===== config.mk =====
export PLATFORM = sky130hd
export DESIGN_NAME = adc_chan_sequencer
export DESIGN_NICKNAME = d
export VERILOG_FILES = /design/src/rtl/adc_seq_pkg.sv /design/src/rtl/adc_mask_picker.sv /design/src/rtl/adc_seq_ctrl.sv /design/src/rtl/adc_chan_sequencer.sv
export SDC_FILE = /design/constraint.sdc
export NUM_CORES = 1
export LEC_CHECK = 0
export ABC_CLOCK_PERIOD_IN_PS = 1900
export BUFFER_PORTS_ARGS = -buffer_cell sky130_fd_sc_hd__buf_4
export CAP_MARGIN = 20
export CORE_ASPECT_RATIO = 0.8
export CORE_UTILIZATION = 55
export DETAILED_ROUTE_END_ITERATION = 16
export PLACE_DENSITY_LB_ADDON = 0.08
export SYNTH_ARGS = -nofsm -noshare
export SYNTH_HDL_FRONTEND = slang
export SYNTH_SLANG_ARGS = --single-unit

===== constraint.sdc =====
create_clock -name clk -period 1.9 [get_ports clk]
set_input_delay 0.38 -clock clk [delete_from_list [all_inputs] [get_ports clk]]
set_output_delay 0.38 -clock clk [all_outputs]
set_load 0.005 [all_outputs]

===== src/rtl/adc_seq_pkg.sv =====
package adc_seq_pkg;

   typedef enum logic [1:0] {
      MODE_SINGLE = 2'd0,
      MODE_MASK   = 2'd1,
      MODE_COUNT  = 2'd2
   } seq_mode_e;

endpackage


===== src/rtl/adc_mask_picker.sv =====
module adc_mask_picker #(
   parameter int NUM_CH = 8,
   localparam int CH_W  = $clog2(NUM_CH)
) (
   input  logic [NUM_CH-1:0] mask,
   input  logic [CH_W-1:0]   cur,
   output logic [CH_W-1:0]   first_ch,
   output logic [CH_W-1:0]   succ_ch
);

   logic [NUM_CH-1:0] above;

   for (genvar g = 0; g < NUM_CH; g++) begin : g_above
      assign above[g] = mask[g] && (CH_W'(g) > cur);
   end

   always_comb begin
      first_ch = '0;
      for (int i = NUM_CH - 1; i >= 0; i--) begin
         if (mask[i]) first_ch = CH_W'(i);
      end
   end

   always_comb begin
      succ_ch = first_ch;
      for (int i = NUM_CH - 1; i >= 0; i--) begin
         if (above[i]) succ_ch = CH_W'(i);
      end
   end

endmodule


===== src/rtl/adc_seq_ctrl.sv =====
module adc_seq_ctrl
   import adc_seq_pkg::*;
#(
   parameter int NUM_CH = 8,
   localparam int CH_W  = $clog2(NUM_CH)
) (
   input  logic              clk,
   input  logic              rst_n,
   input  logic              frame_end,
   input  logic              wr_en,
   input  logic              seq_sel,
   input  logic              shadow_sel,
   input  logic [CH_W-1:0]   addr,
   input  logic [NUM_CH-1:0] mask_in,
   output logic [CH_W-1:0]   next_ch,
   output logic              pend_mask
);

   seq_mode_e         mode_q;
   logic [CH_W-1:0]   next_q;
   logic [CH_W-1:0]   limit_q;
   logic [NUM_CH-1:0] mask_q;
   logic              pend_q;

   logic [CH_W-1:0]   succ_ch;
   logic [CH_W-1:0]   unused_first;
   logic [CH_W-1:0]   load_first;
   logic [CH_W-1:0]   unused_succ;
   logic              keep_seq;

   adc_mask_picker #(.NUM_CH(NUM_CH)) u_run (
      .mask(mask_q), .cur(next_q), .first_ch(unused_first), .succ_ch(succ_ch)
   );

   adc_mask_picker #(.NUM_CH(NUM_CH)) u_load (
      .mask(mask_in), .cur('0), .first_ch(load_first), .succ_ch(unused_succ)
   );

   assign keep_seq = !wr_en || (seq_sel && !shadow_sel);

   always_ff @(posedge clk or negedge rst_n) begin
      if (!rst_n) begin
         mode_q  <= MODE_SINGLE;
         next_q  <= '0;
         limit_q <= '0;
         mask_q  <= '0;
         pend_q  <= 1'b0;
      end else if (frame_end) begin
         if (pend_q) begin
            mask_q <= mask_in;
            mode_q <= MODE_MASK;
            next_q <= load_first;
            pend_q <= 1'b0;
         end else if (!keep_seq) begin
            if (seq_sel) begin
               mode_q  <= MODE_COUNT;
               limit_q <= addr;
               next_q  <= '0;
            end else begin
               mode_q <= MODE_SINGLE;
               next_q <= addr;
               pend_q <= shadow_sel;
            end
         end else begin
            unique case (mode_q)
               MODE_MASK:  next_q <= succ_ch;
               MODE_COUNT: next_q <= (next_q == limit_q) ? '0 : next_q + 1'b1;
               default:    next_q <= next_q;
            endcase
         end
      end
   end

   assign next_ch   = next_q;
   assign pend_mask = pend_q;

   p_mask_member_r4: assert property (@(posedge clk) disable iff (!rst_n)
      (mode_q == MODE_MASK && mask_q != '0) |-> mask_q[next_q]);

   p_count_bound_r5: assert property (@(posedge clk) disable iff (!rst_n)
      (mode_q == MODE_COUNT) |-> (next_q <= limit_q));

   p_single_hold_r6: assert property (@(posedge clk) disable iff (!rst_n)
      (frame_end && !pend_q && !wr_en && mode_q == MODE_SINGLE) |=> $stable(next_q));

   p_shadow_done_r2: assert property (@(posedge clk) disable iff (!rst_n)
      (frame_end && pend_q) |=> (!pend_q && mode_q == MODE_MASK));

   p_continue_r7: assert property (@(posedge clk) disable iff (!rst_n)
      (frame_end && !pend_q && wr_en && seq_sel && !shadow_sel)
         |=> ($stable(mode_q) && $stable(limit_q) && $stable(mask_q)));

endmodule


===== src/rtl/adc_chan_sequencer.sv =====
module adc_chan_sequencer #(
   parameter int NUM_CH = 8,
   localparam int CH_W  = $clog2(NUM_CH)
) (
   input  logic              clk,
   input  logic              rst_n,
   input  logic              frame_start,
   input  logic              frame_end,
   input  logic              wr_en,
   input  logic              seq_sel,
   input  logic              shadow_sel,
   input  logic [CH_W-1:0]   addr,
   input  logic [NUM_CH-1:0] mask_in,
   output logic [CH_W-1:0]   conv_ch,
   output logic              shadow_load
);

   initial begin
      if (NUM_CH < 2 || (1 << CH_W) != NUM_CH)
         $error("NUM_CH must be a power of two of at least 2");
   end

   logic [CH_W-1:0] next_ch;
   logic [CH_W-1:0] conv_q;

   adc_seq_ctrl #(.NUM_CH(NUM_CH)) u_ctrl (
      .clk(clk), .rst_n(rst_n), .frame_end(frame_end),
      .wr_en(wr_en), .seq_sel(seq_sel), .shadow_sel(shadow_sel),
      .addr(addr), .mask_in(mask_in),
      .next_ch(next_ch), .pend_mask(shadow_load)
   );

   always_ff @(posedge clk or negedge rst_n) begin
      if (!rst_n)           conv_q <= '0;
      else if (frame_start) conv_q <= next_ch;
   end

   assign conv_ch = conv_q;

   p_frame_hold_r11: assert property (@(posedge clk) disable iff (!rst_n)
      !frame_start |=> $stable(conv_ch));

endmodule


==> metrics.md, run 1 <==
| Metric | Value |
|---|---|
| FF/Latch Area | `approximately 500 um^2` |
| Worst VDD drop | `0.837 mV` |
| Worst Path Class, Setup | `reg -> reg` |
| Die area | `2590 um^2` |
| Final Critical Period | `between 1.5 and 2 ns` |
| Top FF cell, synth | `dfrtp_1` |
| Final hold violations | `0` |
| Max Fclk | `0.551 GHz` |
| Non-Filler Instances | `186` |
| # fillers | `175` |
| Number of max-cap violations | `0` |
| Wirelength per Cell | `16.6 um` |
| Root buffer cell | `clkbuf_4` |
| Final slew viol count | `0` |
| Worst-path fanout max | `7` |
| Outcome | `finished, final reports clean` |
| CTS clock-pin slew for the worst setup and hold paths | `0.13 ns` |
| Layout Area Growth over Synthesis | `18.8%` |
| Max-slew headroom | `0.737` |
| Tot Pwr | `1.97 mW` |
| Tcrit/Tclk final | `0.955` |
| Setup ws final | `0.0853 ns` |
| Required @ worst endpoint | `2.10 ns` |
| Area share of xor/xnor cells in the synthesized design | `0.0200` |
| Largest net degree at the start of global routing | `21` |
| Placed insts | `180` |
| Final ANT Viol Nets | `0` |
| Total Neg Setup Slack | `0 ns` |
| Layout cells sized above 1 | `0.273` |
| CTS tree | `yes` |
| Min Hold Slack | `between 0.2 and 0.3 ns` |
| IO Count | `22` |
| Number of global-route vias before repair | `1076` |
| RR Startpoint | `u_ctrl.next_ch[1]` |
| Die W | `56.6 um` |
| Max H-tree Level | `1` |
| Sequential share of the synthesized area | `0.381` |
| Initial antenna violation count | `0` |
| Die height | `45.7 um` |
| Power Density | `1260 nW/um^2` |
| Global-route wire length before repair | `slightly above 5000 um` |
| Leak | `0.704 nW` |
| WL final | `3080 um` |
| Post-synthesis mux area share | `0.128` |
| Sink Count | `20` |
| GR Util All Layers | `0.269` |
| Row Count | `15` |
| Ys async rst share | `1.00` |
| Post-synth EDFFs | `0` |
| Buffers on Ports | `21` |
| Core ar. | `2200 um^2` |
| CTS Buffer Depth | `2` |
| Worst-Margin Slew | `just under 0.4 ns` |
| Worst-Skew Late Latency | `0.32 ns` |
| Max Clock Skew | `0.0111 ns` |
| Final net count | `185` |
| Total number of vias | `1149` |
| Design Area, Final | `1560 um^2` |
| Drt pass-1 iters | `4` |
| Cell Area, Synth | `~1300 um^2` |
| RSZ-0062 raised after global routing | `false` |
| RR Endpoint | `u_ctrl.next_ch[0]` |
| Worst Path Arrival | `slightly above 2 ns` |
| Mapped Avg Cell Area | `9.66 um^2` |
| Area of the multi-input gates | `between 700 and 800 um^2` |
| Initial Util | `0.598` |
| Setup crit end | `u_ctrl.next_ch[0]` |
| CTS buffer count | `3` |
| CP Capture Type | `register` |
| Mapped Cells | `around 140` |
| Vias per cell | `6.18` |
| Complex-gate fraction of the synthesized area | `0.184` |
| Total gr overflow | `0` |
| Simple-gate share of the synthesized area | `0.198` |
| R2R setup slack | `about 0.085 ns` |
| Initial DRC count | `76` |
| Post-Synth Adder-Cell Area | `0.0476` |
| Hold Path Class | `in -> reg` |
| Warnings from Yosys | `0` |
| Origin of the worst setup path | `u_ctrl.next_ch[1]` |
| CP Launch Type | `register` |
| Final Util | `0.711` |
| Detail Placement HPWL | `around 2300 um` |
| Seq cells post-synth | `20` |
| Register-to-Register Path Depth | `6` |
| DP Area | `between 1000 and 1500 um^2` |
| Net count after synthesis | `159` |
| Post-route DRC violation count | `0` |
| Hold path startpoint | `addr[1]` |
| Gpl congestion | `between 0.8 and 0.9` |
| Endpoints failing setup | `0` |
| Synth cell types | `42` |
| Largest family of logic cells by synthesized area | `simple AND/OR/NAND/NOR gates` |
| N_diodes | `0` |
| DP Worst Slack | `roughly 0.032 ns` |
-- routing by layer --
layer,vias to the layer above,GRT usage,routed length [um]
met3,8,0.0653,152
met1,557,0.354,1440
li1,543,-,-
met4,0,0.0829,49
met2,41,0.447,1440
met5,-,0,0
-- cells in the final DEF (no fill, tap or decap), types with 2 or more instances in the layout --
cell type,count
nor2b_1,7
a311o_1,2
dfrtp_1,19
buf_4,24
mux2_1,3
nand2_1,13
xor2_1,3
nor2_1,14
o31ai_1,3
mux2_2,11
nor3b_1,2
inv_1,7
o21ai_0,2
a211oi_1,2
nand3_1,4
a22o_1,2
ha_1,5
a21oi_2,2
a21oi_1,3
a31oi_1,2
o21ai_1,2
a32oi_1,2
nand2b_1,4
clkbuf_4,3
-- synth_stat cells, types with 3 or more instances --
cell / count / area, um^2
a21oi_1: 3 / 15.0
dfrtp_1: 20 / 500
ha_1: 5 / 62.6
inv_1: 7 / 26.3
mux2_1: 3 / 33.8
mux2_2: 11 / 124
nand2_1: 13 / 48.8
nand2b_1: 4 / 25.0
nand3_1: 4 / 20.0
nor2_1: 14 / 52.6
nor2b_1: 7 / 43.8
o31ai_1: 3 / 22.5
xor2_1: 3 / 26.3
-- state kept, by name, summed over array words and instances (netlist names) --
signal            cells
u_ctrl.next_ch        3
conv_ch               3
u_ctrl.pend_mask      1
u_ctrl.limit_q        3
u_ctrl.mode_q         2
u_ctrl.mask_q         8
-- cell type report --
type	count	share of cell area
Sequential cell	20	0.322
Inverter	7	0.0168
Clock buffer	3	0.0144
Tap cell	25	0.0200
Clock inverter	1	0.0192
Multi-Input combinational cell	105	0.486
Timing Repair Buffer	25	0.122
-- where the power goes --
part	switching, mW	leakage (nW)	internal (mW)
logic	0.416	0.437	0.442
clock network	0.148	0.0279	0.213
registers	0.190	0.239	0.564
total	0.754	0.704	1.22
-- cells by family (layout without fill, tap and decap cells) --
logic type / Yosys count / count (layout)
flops: 20 / 20
mux: 15 / 15
xor+xnor: 3 / 3
simple gates: 51 / 51
buf+inv: 11 / 36
fa+ha+maj: 5 / 5
compound gates: 31 / 31
-- how the worst min path moves through the flow --
stage / endpoint / cells after the start / slack (ns)
2_1_floorplan: conv_ch[0] / 0 / 0.08
3_3_place_gp: u_ctrl.mask_q[7] / 1 / 0.27
3_5_place_dp: u_ctrl.mask_q[2] / 1 / 0.27
4_1_cts: u_ctrl.limit_q[1] / 2 / 0.29
5_1_grt: u_ctrl.limit_q[2] / 2 / 0.28
6_report: u_ctrl.limit_q[1] / 2 / 0.29
-- critical path, cell delays in order, from the launching register on --
cell and delay, ns:
dfrtp_2 0.48, ha_1 0.22, and2b_1 0.25, inv_1 0.05, a32oi_1 0.24, a211oi_1 0.11
a221o_1 0.36
-- repair_timing --
item | 4_1_cts | 5_1_grt
resized for setup | 0 | 1
endpoints found under the setup margin | 0 | 2
hold buffers | 1 | 0
endpoints found under the hold margin | 20 | 0
buffers inserted | 0 | 1
No activity file was read; power rests on OpenSTA's default activity.
==> inputs of run 2 (changes only) <==
- CORE_UTILIZATION: 55 -> 35
==> run 2 against run 1 <==
- cell area is 3.7% higher
- global-route usage fell by 9.8 points
- maximum frequency up 1.7%
- routed wire length fell by 2.2%
- core utilization shrank 25 points
- combinational power decreased by 1%
- total power increased by 3.5%
- worst hold slack improved by 0.055 ns
- sequential power grew 0.5%
- via count shrank 3.8%
- critical path depth rose by 1
- critical endpoint is now u_ctrl.next_ch[2]
- highest routed layer unchanged
==> metrics.md, run 2 (synthesized netlist as in run 1, its figures left out) <==
| Metric | Value |
|---|---|
| Net Sw Power | `0.753 mW (-0.11%)` |
| Commonest cells after routing, fill and taps aside | `buf_4 (24), dfrtp_1 (19), nor2_1 (14)` |
| Gpl congestion | `0.846 (-5.1%)` |
| Critical-path cell list | `buf_4 > ha_1 > ha_1 > nor2b_2 > a211oi_1 > a311o_1 > a41oi_2` |
| Slowest-stage cell, CP | `dfrtp_1` |
| Total gr overflow | `0 (unchanged)` |
| Clock network fraction of total power | `0.213 (+0.030)` |
| Total number of vias | `1105 (-3.8%)` |
| Post-CTS Setup Bufs | `0 (unchanged)` |
| Flip-flop count of the largest register after layout | `8 (unchanged)` |
| Hold path startpoint | `addr[1]` |
| Worst path max stage delay | `0.38 ns (-0.10 ns)` |
| Worst-path fanout max | `9 (+2)` |
| Root buffer cell | `clkbuf_8` |
| Layout Area Growth over Synthesis | `23.1%` |
| Max-slew headroom | `0.722 (-0.0148)` |
| DP Worst Slack | `0.0662 ns (+0.0338 ns)` |
| Worst-Skew Late Latency | `0.26 ns (-0.06 ns)` |
| Leak | `0.716 nW (+1.7%)` |
| Max Clock Skew | `0.00424 ns (-0.00688 ns)` |
| Die area | `4000 um^2 (+55%)` |
| Setup ws final | `0.116 ns (+0.0309 ns)` |
| Power Density | `1260 nW/um^2 (-0.17%)` |
| Final net count | `185 (unchanged)` |
| N_diodes | `0 (unchanged)` |
| Cell mode on critical path | `ha_1` |
| Final ANT Viol Nets | `0 (unchanged)` |
| Vias per cell | `5.44 (-12%)` |
| Initial antenna violation count | `0 (unchanged)` |
| Outcome | `finished, final reports clean` |
| CTS buffer count | `3 (unchanged)` |
| Number of global-route vias before repair | `1070 (-0.56%)` |
| CTS clock-pin slew for the worst setup and hold paths | `0.08 ns (-0.05 ns)` |
| Final Critical Period | `1.78 ns (-0.0309 ns)` |
| Internal Dissipation | `1.29 mW (+5.7%)` |
| RR Startpoint | `u_ctrl.next_ch[0]` |
| IO Count | `22 (unchanged)` |
| CTS Buffer Depth | `2 (unchanged)` |
| Initial DRC count | `59 (-22%)` |
| Most common cell after layout, fill and taps aside | `buf_4` |
| Row Count | `19 (+4)` |
| Core ar. | `3520 um^2 (+60%)` |
| Die height | `56.8 um (+24%)` |
| WL final | `3020 um (-2.2%)` |
| Largest register by flop count | `u_ctrl.mask_q` |
| Final hold violations | `0 (unchanged)` |
| Total Neg Setup Slack | `0 ns (unchanged)` |
| DP Area | `1520 um^2 (+1.9%)` |
| Number of max-cap violations | `0 (unchanged)` |
| Initial Util | `0.373 (-0.225)` |
| Tcrit/Tclk final | `0.939 (-0.0163)` |
| Flop pwr share | `0.371 (-0.011)` |
| Worst-Margin Slew | `0.417 ns (+0.0221 ns)` |
| R2R setup slack | `0.12 ns (+0.03 ns)` |
| Hold Path Class | `in -> reg` |
| Combinational power share | `0.416 (-0.019)` |
| GR Util All Layers | `0.171 (-0.0976)` |
| Setup crit end | `u_ctrl.next_ch[2]` |
| Worst Hold Depth | `2 (unchanged)` |
| Detail Placement HPWL | `2370 um (+1.7%)` |
| RSZ-0062 raised after global routing | `false` |
| CP Capture Type | `register` |
| Die W | `70.5 um (+24%)` |
| CP Launch Type | `register` |
| Worst Path Arrival | `1.97 ns (-0.05 ns)` |
| Sink Count | `20 (unchanged)` |
| Endpoints failing setup | `0 (unchanged)` |
| Design Area, Final | `1620 um^2 (+3.7%)` |
| Worst VDD drop | `0.400 mV (-52%)` |
| CTS tree | `yes` |
| Net Sw Frac | `0.369 (-0.0134)` |
| RR Endpoint | `u_ctrl.next_ch[2]` |
| Layout cells sized above 1 | `0.292 (+0.0186)` |
| Origin of the worst setup path | `u_ctrl.next_ch[0]` |
| Wirelength per Cell | `14.9 um (-10%)` |
| Final slew viol count | `0 (unchanged)` |
| Register-to-Register Path Depth | `7 (+1)` |
| Drt pass-1 iters | `4 (unchanged)` |
| Max Fclk | `0.561 GHz (+1.7%)` |
| Required @ worst endpoint | `2.08 ns (-0.02 ns)` |
| Worst Path Class, Setup | `reg -> reg` |
| Global-route wire length before repair | `5210 um (+2.6%)` |
| Post-route DRC violation count | `0 (unchanged)` |
| Buffers on Ports | `21 (unchanged)` |
| Max H-tree Level | `1 (unchanged)` |
| Largest net degree at the start of global routing | `21 (unchanged)` |
## run 2: cell counts in the layout (fill, tap and decap cells not counted)
Identical to the previous run, type by type.
## run 2: what timing repair did
item | in CTS | in global routing
setup endpoints to repair | 0 | 2
resized for setup | 0 | 4
hold buffers | 1 | 0
endpoints found under the hold margin | 20 | 0
## run 2: final cells by class
| cell class | count | area (um^2) |
|---|---|---|
| Fill cell | 349 | 1900 |
| Multi-Input combinational cell | 105 | 776 |
| Sequential cell | 20 | 502 |
| Timing Repair Buffer | 25 | 190 |
| Tap cell | 42 | 52.6 |
| Clock buffer | 3 | 41.3 |
| Clock inverter | 1 | 30.0 |
| Inverter | 7 | 26.3 |
## run 2: through the flow
stage / util / cells / hold slack [ns] / power (mW)
after floorplan: - / 136 / 0.0844 / 1.32
after global placement: 0.431 / 198 / 0.275 / 1.58
after detailed placement: 0.431 / 198 / 0.277 / 1.58
after CTS: 0.454 / 203 / 0.334 / 2.03
after global routing: 0.460 / 203 / 0.345 / 2.21
final: 0.460 / 203 / 0.343 / 2.04
## run 2: worst min-delay path by stage
| stage | slack (ns) | to |
|---|---|---|
| after floorplan | 0.08 | conv_ch[0] |
| after global placement | 0.27 | u_ctrl.mask_q[3] |
| after detailed placement | 0.28 | u_ctrl.mask_q[2] |
| after CTS | 0.33 | u_ctrl.limit_q[1] |
| after global routing | 0.35 | u_ctrl.limit_q[1] |
| final | 0.34 | u_ctrl.limit_q[1] |
## run 2: power by group through the flow
stage                     clock (mW)  sequential [mW]  combinational, mW
after floorplan                    0            0.667              0.652
after global placement             0            0.754              0.825
after detailed placement           0            0.762              0.822
after CTS                      0.451            0.752              0.827
after global routing           0.470            0.788              0.951
final                          0.436            0.758              0.849
## run 2: layer usage
| layer | track usage | share of wire | up-vias |
|---|---|---|---|
| met1 | 0.239 | 0.50 | 539 |
| met4 | 0.0350 | 0.0027 | 0 |
| met5 | 0 | 0 | - |
| met2 | 0.269 | 0.46 | 16 |
| li1 | - | - | 548 |
| met3 | 0.0431 | 0.031 | 2 |
## run 2: critical path, delay by kind of cell (launching register included)
family | cells | cell delay, ns
buffers and inverters | 1 | 0.17
adder cells (fa/ha/maj) | 2 | 0.41
AND/OR/NAND/NOR | 1 | 0.13
AO/OA/AOI/OAI | 3 | 0.60
flip-flops | 1 | 0.38
==> inputs of run 3 (changes only) <==
- CORE_UTILIZATION: 35 -> 45
==> run 3 against run 2 <==
- sequential power is 0.5% lower
- first-iteration DRC count up 41%
- via count is 4.1% higher
- cell area decreased by 3.5%
- combinational power about the same
- global-route usage increased by 3.1 points
- sequential cell count unchanged
- count of clock-buffer cells in the layout grew 1
- register-to-register slack worse by 0.03 ns
- critical path type unchanged
==> metrics.md, run 3 (synthesized netlist as in run 1, its figures left out) <==
| Metric | Value |
|---|---|
| Detail Placement HPWL | `2280 um (-3.7%)` |
| Die height | `50.3 um (-11%)` |
| Number of global-route vias before repair | `1078 (+0.75%)` |
| Final hold violations | `0 (unchanged)` |
| Root buffer cell | `clkbuf_4` |
| Min Hold Slack | `0.287 ns (-0.0558 ns)` |
| GR Util All Layers | `0.202 (+0.0310)` |
| # fillers | `261 (-25%)` |
| Most common cell after layout, fill and taps aside | `buf_4` |
| Row Count | `17 (-2)` |
| Max-slew headroom | `0.740 (+0.0185)` |
| CTS tree | `yes` |
| IO Count | `22 (unchanged)` |
| CTS Buffer Depth | `2 (unchanged)` |
| N_diodes | `0 (unchanged)` |
| Initial Util | `0.475 (+0.102)` |
| Leak | `0.697 nW (-2.7%)` |
| Worst Hold Depth | `2 (unchanged)` |
| Layout cells sized above 1 | `0.280 (-0.0124)` |
| Post-route DRC violation count | `0 (unchanged)` |
| Wirelength per Cell | `14.9 um (+0.32%)` |
| Die area | `3140 um^2 (-22%)` |
| Sink Count | `20 (unchanged)` |
| Drt pass-1 iters | `4 (unchanged)` |
| Buffers on Ports | `21 (unchanged)` |
| Largest register by flop count | `u_ctrl.mask_q` |
| Die W | `62.4 um (-11%)` |
| Commonest cells after routing, fill and taps aside | `buf_4 (24), dfrtp_1 (19), nor2_1 (14)` |
| Worst VDD drop | `0.563 mV (+41%)` |
| Register-to-Register Path Depth | `7 (unchanged)` |
| Outcome | `finished, final reports clean` |
| Max H-tree Level | `1 (unchanged)` |
| Worst Path Class, Setup | `reg -> reg` |
| Final ANT Viol Nets | `0 (unchanged)` |
| Total gr overflow | `0 (unchanged)` |
| Final slew viol count | `0 (unchanged)` |
| CP Capture Type | `register` |
| Max Clock Skew | `0.00516 ns (+0.000929 ns)` |
| CTS clock-pin slew for the worst setup and hold paths | `0.12 ns (+0.04 ns)` |
| Global-route wire length before repair | `4860 um (-6.6%)` |
| Hold Path Class | `in -> reg` |
| Final net count | `185 (unchanged)` |
| Worst-path fanout max | `4 (-5)` |
| CP Launch Type | `register` |
| Core ar. | `2770 um^2 (-21%)` |
| Flip-flop count of the largest register after layout | `8 (unchanged)` |
| Final Critical Period | `1.82 ns (+0.0327 ns)` |
| Non-Filler Instances | `199 (-2.0%)` |
| Initial antenna violation count | `0 (unchanged)` |
| WL final | `2970 um (-1.7%)` |
| Tcrit/Tclk final | `0.956 (+0.0172)` |
| DP Area | `1510 um^2 (-0.82%)` |
| Required @ worst endpoint | `2.11 ns (+0.03 ns)` |
| Worst-Skew Late Latency | `0.31 ns (+0.05 ns)` |
| Number of max-cap violations | `0 (unchanged)` |
| Power Density | `1190 nW/um^2 (-5.4%)` |
| Placed insts | `193 (-2.5%)` |
| Worst-Margin Slew | `0.389 ns (-0.0278 ns)` |
| Max Fclk | `0.551 GHz (-1.8%)` |
| Gpl congestion | `0.845 (-0.11%)` |
| Total number of vias | `1150 (+4.1%)` |
| Total Neg Setup Slack | `0 ns (unchanged)` |
| Initial DRC count | `83 (+41%)` |
| CTS buffer count | `3 (unchanged)` |
| Design Area, Final | `1560 um^2 (-3.5%)` |
| Worst Path Arrival | `2.03 ns (+0.06 ns)` |
| Endpoints failing setup | `0 (unchanged)` |
| Largest net degree at the start of global routing | `21 (unchanged)` |
| Vias per cell | `5.78 (+6.2%)` |
| Layout Area Growth over Synthesis | `18.9%` |
==> run 3: worst paths after layout <==
path,from,slack (ns),to
worst min-delay path,addr[1],0.29,u_ctrl.limit_q[1]
min in group asynchronous,rst_n,0.47,u_ctrl.next_ch[0]
max in group asynchronous,rst_n,1.20,u_ctrl.next_ch[1]
worst min register to register,u_ctrl.mode_q[0],0.49,u_ctrl.mode_q[0]
worst max register to register,u_ctrl.next_ch[0],0.08,u_ctrl.next_ch[0]
worst max-delay path,u_ctrl.next_ch[0],0.08,u_ctrl.next_ch[0]
==> run 3: what timing repair did <==
action                                 CTS  global route
hold buffers                             1             0
setup endpoints to repair                0             2
resized for setup                        0             2
endpoints found under the hold margin   20             0
buffers inserted                         0             1
==> run 3: power breakdown <==
group / total, mW / switching [mW] / leakage (nW) / internal [mW]
logic: 0.852 / 0.406 / 0.437 / 0.446
clock network: 0.259 / 0.142 / 0.0210 / 0.117
registers: 0.754 / 0.189 / 0.239 / 0.564
==> run 3: per-stage QoR <==
step | util | setup slack [ns] | power (mW)
6_report | 0.565 | 0.0835 | 1.87
5_1_grt | 0.565 | -0.00540 | 2.00
4_1_cts | 0.561 | 0.0571 | 1.84
3_5_place_dp | 0.544 | 0.0889 | 1.57
3_3_place_gp | 0.544 | 0.162 | 1.56
2_1_floorplan | - | 0.156 | 1.32
==> run 3: area by class of cell <==
class	instances	area, um^2	share of cell area
multi-input cells	105	759	0.486
clock buffers	4	36.3	0.0232
repair buffers	25	190	0.122
inverters	7	26.3	0.0168
flip-flops and latches	20	502	0.321
well taps	38	47.5	0.0304
==> run 3: worst max-delay path, stage by stage (launching register included) <==
cell and delay (ns):
dfrtp_1 0.42, inv_1 0.10, ha_1 0.21, and2b_2 0.24
inv_1 0.04, a32oi_1 0.22, a211oi_1 0.11, a221o_1 0.36
==> run 3: per-layer routing <==
metal  routed length (um)  track usage
met1                 1350        0.255
met2                 1400        0.332
met3                  134       0.0523
met4                   76       0.0853
met5                    0            0
